===== config.mk =====
export PLATFORM = sky130hd
export DESIGN_NAME = panel_pwr_seq
export DESIGN_NICKNAME = d
export VERILOG_FILES = /design/src/rtl/pwrseq_pkg.sv /design/src/rtl/pwrseq_regs.sv /design/src/rtl/pwrseq_stage.sv /design/src/rtl/panel_pwr_seq.sv
export SDC_FILE = /design/constraint.sdc
export NUM_CORES = 1
export LEC_CHECK = 0
export ABC_AREA = 1
export BUFFER_PORTS_ARGS = -buffer_cell sky130_fd_sc_hd__clkbuf_2
export CELL_PAD_IN_SITES_DETAIL_PLACEMENT = 0
export CELL_PAD_IN_SITES_GLOBAL_PLACEMENT = 2
export CORE_MARGIN = 2
export CORE_UTILIZATION = 34
export DETAILED_ROUTE_END_ITERATION = 10
export PLACE_DENSITY = 0.83
export SLEW_MARGIN = 5
export SYNTH_ARGS = -nofsm -noshare
export SYNTH_HDL_FRONTEND = slang
export SYNTH_SLANG_ARGS = --single-unit

===== constraint.sdc =====
create_clock -name clk -period 1.5 [get_ports clk]
set_input_delay 0.15 -clock clk [delete_from_list [all_inputs] [get_ports clk]]
set_output_delay 0.15 -clock clk [all_outputs]
set_load 0.005 [all_outputs]

===== src/rtl/pwrseq_pkg.sv =====
package pwrseq_pkg;

  localparam int NSTAGE = 4;

  localparam int STG_CLK  = 0;
  localparam int STG_SYNC = 1;
  localparam int STG_DISP = 2;
  localparam int STG_PWM  = 3;

  typedef logic [NSTAGE-1:0] stage_vec_t;

  typedef enum logic [1:0] {
    ADDR_SET   = 2'd0,
    ADDR_CLR   = 2'd1,
    ADDR_STAT  = 2'd2,
    ADDR_GUARD = 2'd3
  } reg_addr_e;

  // Drop set requests whose prerequisite stage is not fully up.
  function automatic stage_vec_t filter_set(stage_vec_t req, stage_vec_t en, stage_vec_t sts);
    stage_vec_t ok;
    ok           = req;
    ok[STG_SYNC] = req[STG_SYNC] & en[STG_CLK]  & sts[STG_CLK];
    ok[STG_DISP] = req[STG_DISP] & en[STG_SYNC] & sts[STG_SYNC];
    return ok;
  endfunction

  // Extend a clear request to every stage that depends on a cleared one.
  function automatic stage_vec_t spread_clear(stage_vec_t req);
    stage_vec_t m;
    m           = req;
    m[STG_SYNC] = req[STG_SYNC] | req[STG_CLK];
    m[STG_DISP] = req[STG_DISP] | req[STG_SYNC] | req[STG_CLK];
    return m;
  endfunction

  // Turn-on prerequisite of each stage.
  function automatic stage_vec_t on_permit(stage_vec_t sts);
    stage_vec_t p;
    p           = '1;
    p[STG_SYNC] = sts[STG_CLK];
    p[STG_DISP] = sts[STG_SYNC];
    return p;
  endfunction

  // A stage may report off only when its dependents are off.
  function automatic stage_vec_t off_permit(stage_vec_t sts);
    stage_vec_t p;
    p          = '1;
    p[STG_CLK]  = ~sts[STG_SYNC];
    p[STG_SYNC] = ~sts[STG_DISP];
    return p;
  endfunction

endpackage


===== src/rtl/pwrseq_regs.sv =====
module pwrseq_regs
  import pwrseq_pkg::*;
#(
  parameter int DW        = 8,
  parameter int GUARD_RST = 1
) (
  input  logic          clk,
  input  logic          rst_n,
  input  logic          reg_wr,
  input  logic [1:0]    reg_addr,
  input  logic [DW-1:0] reg_wdata,
  input  stage_vec_t    sts_i,
  output stage_vec_t    en_o,
  output logic [DW-1:0] guard_o,
  output logic [DW-1:0] reg_rdata
);

  stage_vec_t    en_q;
  logic [DW-1:0] guard_q;
  stage_vec_t    wr_mask;
  stage_vec_t    set_ok;
  stage_vec_t    clr_all;

  assign wr_mask = reg_wdata[NSTAGE-1:0];
  assign set_ok  = filter_set(wr_mask, en_q, sts_i);
  assign clr_all = spread_clear(wr_mask);

  always_ff @(posedge clk or negedge rst_n) begin
    if (!rst_n) begin
      en_q    <= '0;
      guard_q <= DW'(GUARD_RST);
    end else if (reg_wr) begin
      case (reg_addr_e'(reg_addr))
        ADDR_SET:   en_q    <= en_q | set_ok;
        ADDR_CLR:   en_q    <= en_q & ~clr_all;
        ADDR_GUARD: guard_q <= reg_wdata;
        default:    ;
      endcase
    end
  end

  always_comb begin
    reg_rdata = '0;
    case (reg_addr_e'(reg_addr))
      ADDR_SET, ADDR_CLR: reg_rdata[NSTAGE-1:0] = en_q;
      ADDR_STAT:          reg_rdata[NSTAGE-1:0] = sts_i;
      default:            reg_rdata = guard_q;
    endcase
  end

  assign en_o    = en_q;
  assign guard_o = guard_q;

endmodule


===== src/rtl/pwrseq_stage.sv =====
module pwrseq_stage #(
  parameter int CNT_W = 8
) (
  input  logic             clk,
  input  logic             rst_n,
  input  logic             en_i,
  input  logic             on_ok_i,
  input  logic             off_ok_i,
  input  logic             inc_i,
  input  logic [CNT_W-1:0] target_i,
  output logic             sts_o
);

  logic             sts_q;
  logic [CNT_W-1:0] cnt_q;
  logic             want_on;
  logic             want_off;
  logic             pending;
  logic             reached;

  assign want_on  = en_i & ~sts_q & on_ok_i;
  assign want_off = ~en_i & sts_q & off_ok_i;
  assign pending  = want_on | want_off;
  assign reached  = (cnt_q == target_i);

  always_ff @(posedge clk or negedge rst_n) begin
    if (!rst_n) begin
      sts_q <= 1'b0;
      cnt_q <= '0;
    end else if (!pending) begin
      cnt_q <= '0;
    end else if (reached) begin
      sts_q <= ~sts_q;
      cnt_q <= '0;
    end else if (inc_i) begin
      cnt_q <= cnt_q + 1'b1;
    end
  end

  assign sts_o = sts_q;

endmodule


===== src/rtl/panel_pwr_seq.sv =====
module panel_pwr_seq
  import pwrseq_pkg::*;
#(
  parameter int DW           = 8,
  parameter int GUARD_RST    = 1,
  parameter int STAGE_DLY    = 4,
  parameter int DISP_OFF_DLY = 2
) (
  input  logic          clk,
  input  logic          rst_n,
  input  logic          reg_wr,
  input  logic [1:0]    reg_addr,
  input  logic [DW-1:0] reg_wdata,
  output logic [DW-1:0] reg_rdata,
  input  logic          frame_start,
  output logic          pclk_run_o,
  output logic          sync_run_o,
  output logic          disp_o,
  output logic          pwm_run_o
);

  localparam int MAX_DLY = (STAGE_DLY > DISP_OFF_DLY) ? STAGE_DLY : DISP_OFF_DLY;
  localparam int DLY_W   = $clog2(MAX_DLY + 1);
  localparam int CNT_W   = (DW > DLY_W) ? DW : DLY_W;

  stage_vec_t    en_q;
  stage_vec_t    sts_q;
  stage_vec_t    on_ok;
  stage_vec_t    off_ok;
  logic [DW-1:0] guard_q;

  pwrseq_regs #(
    .DW        (DW),
    .GUARD_RST (GUARD_RST)
  ) u_regs (
    .clk       (clk),
    .rst_n     (rst_n),
    .reg_wr    (reg_wr),
    .reg_addr  (reg_addr),
    .reg_wdata (reg_wdata),
    .sts_i     (sts_q),
    .en_o      (en_q),
    .guard_o   (guard_q),
    .reg_rdata (reg_rdata)
  );

  assign on_ok  = on_permit(sts_q);
  assign off_ok = off_permit(sts_q);

  for (genvar i = 0; i < NSTAGE; i++) begin : g_stage
    localparam int DLY_I = (i == STG_DISP) ? DISP_OFF_DLY : STAGE_DLY;
    logic             inc;
    logic [CNT_W-1:0] target;

    if (i == STG_DISP) begin : g_frames
      // Turning on counts frames against the guard value; turning off counts cycles.
      assign inc    = sts_q[i] ? 1'b1 : frame_start;
      assign target = sts_q[i] ? CNT_W'(DLY_I - 1) : CNT_W'(guard_q);
    end else begin : g_cycles
      assign inc    = 1'b1;
      assign target = CNT_W'(DLY_I - 1);
    end

    pwrseq_stage #(
      .CNT_W (CNT_W)
    ) u_stage (
      .clk      (clk),
      .rst_n    (rst_n),
      .en_i     (en_q[i]),
      .on_ok_i  (on_ok[i]),
      .off_ok_i (off_ok[i]),
      .inc_i    (inc),
      .target_i (target),
      .sts_o    (sts_q[i])
    );
  end

  assign pclk_run_o = sts_q[STG_CLK];
  assign sync_run_o = sts_q[STG_SYNC];
  assign disp_o     = sts_q[STG_DISP];
  assign pwm_run_o  = sts_q[STG_PWM];

endmodule


* Yosys cells after proc, flatten, opt, wreduce, memory -nomap -nowiden
Cells that the tools add are included.
** Word-level totals
- Bits of input ports :: 14
- Register bits :: 48
- Logic and storage cells :: 80
- Output and inout port bits :: 12
** Operators by class
- Add/sub/neg operators :: 4
- Reductions and logical operators :: 10
- Multiplexer cells :: 14
- Bitwise operators :: 34
- Equality and inequality tests :: 8
** Operators with widths (number)
- 8-bit 2-to-1 mux :: 10
- 8-bit by 1-bit adder with 8-bit output (second input constant) :: 4
- 8-bit by 2-bit == test with 1-bit output (second input constant) :: 3
- 1-bit AND :: 16
- 4-bit case mux with 2 select lines :: 2
- 2-bit AND reduction :: 6
- 8-bit == test :: 1
- 1-bit NOT :: 8
- 1-bit OR :: 7
- 4-bit AND :: 1
- 2-bit == test (second input constant) :: 2
- 4-bit 2-to-1 mux :: 1
- 4-bit NOT :: 1
- 4-bit OR :: 1
- 3-bit != test (second input constant) :: 1
- 3-bit OR reduction :: 1
- 2-bit by 1-bit == test with 1-bit output (second input constant) :: 1
- 2-bit zero test :: 1
- 2-bit nonzero test :: 1
- 2-bit OR reduction :: 1
- 1-bit 2-to-1 mux :: 1

* Depth between registers and ports, before layout
Gate-level depths: netlist of the first run.
- Depth after elaboration :: 5
- Gate-level depth with buffers :: 10
- Gate-level depth less buffers :: 10

* Modules after synthesis
From an unflattened synthesis of the first run, not the netlist that was laid out.
** Second synthesis, totals
- Cells, all modules :: 536
- Area total of the unflattened synthesis :: 3618.5 µm²
** By module, submodules not included
- pwrseq_stage :: cells each 106, sequential area each 225.2 µm², instances 4, area an instance 714.4 µm²
- pwrseq_regs :: cells each 89, sequential area each 301.5 µm², instances 1, area an instance 666.9 µm²
- panel_pwr_seq :: cells each 23, sequential area each 0.0 µm², instances 1, area an instance 93.8 µm²

* Worst setup path before layout of the first run
Ideal clock, no wire load.
- Kind :: flip-flop to flip-flop
- From :: reg g_stage[2].u_stage.sts_q
- To :: reg g_stage[2].u_stage.cnt_q[4]
- Clock period less this slack :: 1423 ps
- Setup time :: 119 ps
- Cell stages (with the launch flop) :: 10
- Slack :: 77 ps
- Buffers on the path :: 2
- Data arrival time :: 1304 ps
- Data required time :: 1381 ps
- Cell sequence :: dfrtp_1 > inv_2 > buf_6 > nand3_1 > nand2_1 > nand2_1 > nor2_2 > and2_1 > buf_4 > nor2_1
** On the way
- Cells in the longest elaborated chain, start to end :: 5
- Elaborated cells between the ends (all ways) :: 11
- Classes of those cells :: eq/ne: 2; mux: 4; bitwise: 5
** Ends and longest elaborated chain
- start: declaration :: line pwrseq_stage.sv:14 : logic sts_q;
- start signal: assignment :: line pwrseq_stage.sv:33 : sts_q <= ~sts_q;
- 1-bit NOT :: line pwrseq_stage.sv:21 : assign want_on = en_i & ~sts_q & on_ok_i;
- 1-bit AND (2 in a row) :: line pwrseq_stage.sv:21
- 1-bit OR :: line pwrseq_stage.sv:23 : assign pending = want_on | want_off;
- 3-bit != test (no line) or 8-bit 2-to-1 mux (tied branches)
- end signal: assignment :: line pwrseq_stage.sv:36 : cnt_q <= cnt_q + 1'b1;
- end: declaration :: line pwrseq_stage.sv:15 : logic [CNT_W-1:0] cnt_q;
Parallel ways exist; a longest one is shown, timed or not.
A chain may end at the register's enable or synchronous reset.

* Worst setup path after layout of the first run
- From :: reg g_stage[2].u_stage.sts_q
- To :: reg g_stage[2].u_stage.sts_q
** On the way
- Cells in the longest elaborated chain, start to end :: 5
- Elaborated cells between the ends (all ways) :: 8
- Classes of those cells :: eq/ne: 1; mux: 1; bitwise: 5; reduce/logical: 1
** Ends and longest elaborated chain (line)
- 1-bit NOT :: pwrseq_stage.sv:21, pwrseq_stage.sv:33
- 1-bit AND (2 in a row) :: pwrseq_stage.sv:21
- 1-bit OR :: pwrseq_stage.sv:23
- 2-bit AND reduction (no line)
Parallel ways exist; a longest one is shown, timed or not.

==> flow_metrics.py, run 1 <==
metrics = {
    "status": {
        "status": "complete, no violations",
    },
    "floorplan": {
        "io_pins": 26,
        "rows": 31,
        "initial_core_util_pct": 35.4,
        "dieArea_mm2": 0.00830,
        "die_h_um": 91.1,
        "die_w_um": 91.1,
        "coreArea_mm2": 0.00729,
    },
    "drt": {
        "top_layer": "met4",
        "dr_wl_met3_um": 183,
        "antenna_left": 0,
        "drt_iter0_drc": 95,
        "vias": 2231,
        "wl_met1_um": 2890,
        "first_pass_iters": 4,
        "wl_per_cell_um": 11.8,
        "drcViolationCount": 0,
        "wl_met2_um": 2540,
        "routed_via_density": 4.63,
        "wl_um": 5660,
    },
    "power": {
        "power_mw": 3.26,
        "p_switching_mw": 1.08,
        "p_seq_share_pct": 50.3,
        "p_clk_share_pct": 24.4,
        "swShare_pct": 33.2,
        "leakage_nw": 1.50,
        "cellInternalPower_mw": 2.18,
        "p_per_area_mw_per_mm2": 1080,
        "p_comb_share_pct": 25.3,
        "peakVddDrop_v": 0.000651,
    },
    "worst_setup_path": {
        "crit_chain": "buf_4 > nor2_1 > nand2_1 > nand2_1 > nand2_1 > nor2_2 > buf_4 > nand3_1 > nand2_1 > nand2_1",
        "path_common_cell": "nand2_1",
        "critPathLaunchType": "flop",
        "crit_slowest_cell": "dfrtp_2",
        "cp.arrival_ns": 1.59,
        "slowest_delay_ns": 0.46,
        "path_class": "reg -> reg",
        "worstSetupEndpointType": "flop",
        "cp.required_ns": 1.69,
        "reg2reg_slack_ns": 0.10,
        "cp_max_fo": 5,
    },
    "final_layout": {
        "stdcell_count": 482,
        "finalNetCount": 400,
        "drive_above_1_share_pct": 14.6,
        "mostFrequentLayoutCell": "nand2_1",
        "layout_common_cells": "nand2_1, nor2_1, inv_1",
        "stdcell_area_mm2": 0.00303,
        "area_growth_pct": 17.6,
        "multi_input_area_mm2": 0.00118,
        "ff_latch_area_mm2": 0.00120,
        "fill_cells": 802,
        "diodes": 0,
    },
    "global_route": {
        "grt_pass1_vias": 2186,
        "grt_overflow_total": 0,
        "grt_start_max_net_pins": 49,
        "gr-usage-all-layers_pct": 14.9,
        "antenna_found_initial": 0,
        "grt_pass1_wl_um": 10100,
    },
    "synthesis": {
        "synth.avg_cell_area_um2": 7.56,
        "synthTopCellsByArea": "dfrtp_1, nand2_1, nor2_1",
        "ys_seq_area_share_pct": 46.6,
        "netlist_area_mm2": 0.00258,
        "synth_area_leader_cell": "dfrtp_1",
        "synthAdderAreaFrac_pct": 1.94,
        "synthesis.nets": 359,
        "netlist_instances": 341,
        "ys_ff_latch": 48,
        "synth_xor_area_share_pct": 4.42,
        "synth_simple_gate_area_share_pct": 30.1,
        "synth-compound-area-share_pct": 7.96,
        "synth_mux_area_share_pct": 0.437,
        "synthDistinctLibCells": 31,
        "yosys_warnings": 0,
        "synth.top_cell.area_share_pct": 45.6,
        "synth_top_family_by_area": "simple AND/OR/NAND/NOR gates",
    },
    "sta": {
        "finalSetupViolCount": 0,
        "slew_viol_final": 0,
        "slew_headroom_pct": 79.1,
        "timing.final.crit_share_pct": 93.2,
        "hold_violations": 0,
        "layout_setup_ws_ns": 0.102,
        "rsz0062_at_grt": "true",
        "worstMarginPinSlew_ns": 0.312,
        "period_minus_slack_ns": 1.40,
        "fmax_mhz": 716,
        "skew_ns": 0.0121,
    },
    "clock_tree": {
        "insertion_delay_ns": 0.30,
        "cts.sinks": 48,
        "numCtsBuffers": 5,
        "cts_tree": "yes",
        "root_buffer": "clkbuf_8",
        "post_cts_buffers": 0,
        "htreeDepth": 2,
        "path_clk_slew_ns": 0.09,
        "clockBufferDepth": 2,
    },
    "worst_hold_path": {
        "hp-class": "in -> reg",
    },
    "place": {
        "place_congestion": 0.750,
        "hpwlAfterDp_um": 4260,
        "place_ws_ns": 0.0213,
        "placedCellCount": 473,
        "io_buffers": 25,
        "place_area_mm2": 0.00290,
    },
    "job": {
        "drv_cap": 0,
    },
}
power groups by stage:
stage | registers [mW] | logic, mW | clock network, mW
global placement | 1.67 | 0.835 | 0
floorplan | 1.64 | 0.540 | 0
finish | 1.64 | 0.826 | 0.796
CTS | 1.64 | 0.839 | 0.847
detailed placement | 1.67 | 0.832 | 0
global route | 1.67 | 0.970 | 0.905
stage by stage:
step / hold WS [ns] / util [%] / setup TNS (ns)
finish: 0.0903 / 41.6 / 0
global route: 0.0946 / 41.6 / -0.0496
CTS: 0.0748 / 41.3 / 0
detailed placement: 0.164 / 39.8 / 0
global placement: 0.165 / 39.8 / 0
floorplan: -0.146 / - / 0
synthesized netlist by cell type, drive strengths merged:
cell,n
ha,4
a41oi,1
o211ai,4
and2,1
a211oi,1
nor3b,3
mux2,1
o22ai,1
a31oi,1
clkbuf,1
nand2,78
nand3,28
a22oi,2
nor2,61
dfrtp,47
nor4,1
xor2,9
xnor2,4
nand4,8
nor3,5
inv,51
o21ai,14
buf,3
dfstp,1
o21a,1
a21oi,10
cell type report:
cell class	count	share of cell area (%)
tap	99	4.08
timing repair buffer	38	7.84
clock buffer	7	2.85
inverter	51	6.48
clock inverter	1	0.289
multi-input combinational	238	38.8
sequential	48	39.7
worst max-delay path, delay by kind of cell, from the launching register on:
family        cells  cell delay (ns)
buf+inv           2             0.31
simple gates      8             0.54
flops             1             0.46
timing repair:
item / 4_1_cts / 5_1_grt
resized for setup: 1 / 9
setup endpoints to repair: 6 / 8
hold endpoints to repair: 47 / 0
hold buffers: 1 / 0
gates cloned: 0 / 0
pin swaps: 0 / 1
per-layer routing:
layer  vias up  track usage, %
li1       1169               -
met3         5            2.99
met1      1027            20.1
met5         -               0
met2        30            24.3
met4         0            4.17
path summary, 6_finish.rpt:
check	cells after the start	endpoint	start
min reg2reg	1	g_stage[1].u_stage.cnt_q[0]	g_stage[1].u_stage.cnt_q[0]
min	2	flop	reg_addr[0]
max in group asynchronous	3	u_regs.guard_o[0]	rst_n
max	10	g_stage[2].u_stage.sts_o	g_stage[2].u_stage.sts_o
max reg2reg	10	g_stage[2].u_stage.sts_o	g_stage[2].u_stage.sts_o
min in group asynchronous	3	g_stage[0].u_stage.cnt_q[3]	rst_n
cells by family (layout without fill, tap and decap cells):
family / after synthesis / count (layout)
AOI/OAI and AO/OA: 35 / 35
xor gates and xnor gates: 13 / 13
adders and majority gates: 4 / 4
buffers and inverters: 55 / 97
DFF: 48 / 48
muxes: 1 / 1
and+or+nand+nor: 185 / 185
flip-flops by register name, summed over array words and instances, names as in the netlist, named ones only:
signal and cells:
g_stage.u_stage.sts_o 4, u_regs.en_o 2, g_stage.u_stage.cnt_q 32, u_regs.guard_o 8
Note: power is estimated with default switching activity, not from simulation.
==> inputs of run 2 (changes only) <==
--- a/config.mk
+++ b/config.mk
@@ -9,6 +9,4 @@
 export BUFFER_PORTS_ARGS = -buffer_cell sky130_fd_sc_hd__clkbuf_2
-export CELL_PAD_IN_SITES_DETAIL_PLACEMENT = 0
-export CELL_PAD_IN_SITES_GLOBAL_PLACEMENT = 2
 export CORE_MARGIN = 2
-export CORE_UTILIZATION = 34
+export CORE_UTILIZATION = 58
 export DETAILED_ROUTE_END_ITERATION = 10
==> constraint.sdc (replaced) <==
create_clock -name clk -period 1.5 [get_ports clk]
set_input_delay 0.3 -clock clk [delete_from_list [all_inputs] [get_ports clk]]
set_output_delay 0.3 -clock clk [all_outputs]
set_load 0.005 [all_outputs]
==> run 2 against run 1 <==
Non-clock buffer count grew 5. First-iteration DRC count increased to 3.5 times the previous value. Critical path type is now reg -> out. Register-to-register slack worse by 0.03 ns. Clock power fell by 5.8%. Sequential share of layout area rose by 0.15 points. Wire length is 1.2% lower.
==> flow_metrics.py, run 2 (synthesized netlist as in run 1, its figures left out) <==
metrics = {
    "status": {
        "status": "complete, no violations",
    },
    "global_route": {
        "grt_start_max_net_pins": 19,
        "grt_pass1_wl_um": 9590,
        "antenna_found_initial": 0,
        "grt_overflow_total": 0,
        "gr-usage-all-layers_pct": 23.8,
        "grt_pass1_vias": 2212,
    },
    "final_layout": {
        "mostFrequentLayoutCell": "nand2_1",
        "final_core_util_pct": 69.9,
        "diodes": 0,
        "fill_cells": 342,
        "largest_register": "g_stage.u_stage.cnt_q",
        "finalNetCount": 405,
        "stdcell_count": 440,
        "stdcell_area_mm2": 0.00302,
        "drive_above_1_share_pct": 16.0,
        "layout_common_cells": "nand2_1, nor2_1, inv_1",
        "area_growth_pct": 17.2,
        "largest_reg_flops": 32,
    },
    "clock_tree": {
        "cts_tree": "yes",
        "htreeDepth": 2,
        "clockBufferDepth": 2,
        "cts.sinks": 48,
        "insertion_delay_ns": 0.30,
        "root_buffer": "clkbuf_8",
        "numCtsBuffers": 5,
        "path_clk_slew_ns": 0.09,
    },
    "floorplan": {
        "coreArea_mm2": 0.00432,
        "rows": 24,
        "dieArea_mm2": 0.00500,
        "die_h_um": 70.7,
        "initial_core_util_pct": 59.6,
        "die_w_um": 70.7,
        "io_pins": 26,
    },
    "sta": {
        "fmax_mhz": 687,
        "slew_viol_final": 0,
        "rsz0062_at_grt": "true",
        "layout_setup_ws_ns": 0.0448,
        "worstMarginPinSlew_ns": 0.517,
        "timing.final.crit_share_pct": 97.0,
        "skew_ns": 0.00718,
        "finalSetupTns_ns": 0,
        "slew_headroom_pct": 65.5,
        "hold_violations": 0,
        "period_minus_slack_ns": 1.46,
        "finalSetupViolCount": 0,
    },
    "worst_setup_path": {
        "reg2reg_slack_ns": 0.07,
        "r2r_end": "g_stage[2].u_stage.sts_o",
        "cp.required_ns": 1.20,
        "cp.arrival_ns": 1.16,
        "rr_startpoint": "u_regs.guard_o[0]",
        "critPathLaunchType": "flop",
        "cp_max_fo": 4,
        "worstSetupEndpointType": "output port",
        "path_class": "reg -> out",
        "r2r_cells": 10,
    },
    "drt": {
        "drt_iter0_drc": 331,
        "antenna_left": 0,
        "drcViolationCount": 0,
        "wl_per_cell_um": 12.7,
        "routed_via_density": 5.40,
        "wl_um": 5590,
        "first_pass_iters": 4,
        "vias": 2378,
    },
    "worst_hold_path": {
        "min-delay-start": "reg_addr[0]",
        "hp-class": "in -> reg",
        "hold_depth": 2,
    },
    "place": {
        "placedCellCount": 426,
        "place_ws_ns": 0.0128,
        "place_area_mm2": 0.00286,
        "place_congestion": 0.880,
        "hpwlAfterDp_um": 3970,
        "io_buffers": 25,
    },
    "power": {
        "p_per_area_mw_per_mm2": 1090,
        "leakage_nw": 1.52,
        "peakVddDrop_v": 0.000882,
    },
    "job": {
        "drv_cap": 0,
    },
}
[run 2: cell count changes in the layout (fill, tap and decap cells not counted), sizes merged]
cell      previous run  this run
clkbuf              32        29
clkinvlp             0         1
buf                 12        19
[run 2: per-stage QoR]
stage          hold WS (ns)  power, mW
2_1_floorplan       0.00441       2.18
3_3_place_gp          0.289       2.48
3_5_place_dp          0.288       2.51
4_1_cts               0.215       3.25
5_1_grt               0.225       3.53
6_report              0.216       3.29
[run 2: cell type report]
class | instances | area (µm²) | area share (%)
tap | 52 | 65.1 | 2.15
clock inverter | 2 | 12.5 | 0.414
sequential | 48 | 1200 | 39.8
timing repair buffer | 43 | 292 | 9.65
clock buffer | 6 | 72.6 | 2.40
multi-input combinational | 238 | 1180 | 39.0
inverter | 51 | 196 | 6.50
[run 2: how the worst max path moves through the flow]
stage,start,endpoint,cells past startpoint
finish,u_regs.guard_o[0],reg_rdata[0],3
global route,g_stage[2].u_stage.sts_o,g_stage[2].u_stage.sts_o,11
CTS,g_stage[2].u_stage.sts_o,g_stage[2].u_stage.cnt_q[5],9
detailed placement,g_stage[2].u_stage.sts_o,g_stage[2].u_stage.cnt_q[5],9
global placement,g_stage[2].u_stage.sts_o,g_stage[2].u_stage.cnt_q[7],9
floorplan,g_stage[2].u_stage.sts_o,g_stage[2].u_stage.cnt_q[4],9
[run 2: routing by layer]
metal | global-route usage, % | part of all wire, % | vias up
li1 | - | - | 1182
met1 | 32.9 | 43 | 1108
met2 | 38.3 | 50 | 78
met3 | 4.27 | 5.5 | 10
met4 | 7.76 | 1.9 | 0
met5 | 0 | 0 | -
[run 2: worst max-delay path, stage by stage (launching register included)]
cell and delay, ns:
dfstp_2 0.57, nand2_1 0.06, o211ai_1 0.09, clkbuf_2 0.14
[run 2: what timing repair did]
item	CTS	global route
hold endpoints to repair	15	0
pin swaps	1	2
hold buffers	1	0
buffers inserted	1	5
endpoints found under the setup margin	1	12
resized for setup	1	15
[run 2: power by group]
group	leakage [nW]	internal [mW]	switching, mW	total [mW]
Sequential	0.632	1.48	0.162	1.64
Combinational	0.850	0.364	0.540	0.904
Clock	0.0412	0.326	0.423	0.750
Total	1.52	2.17	1.13	3.29
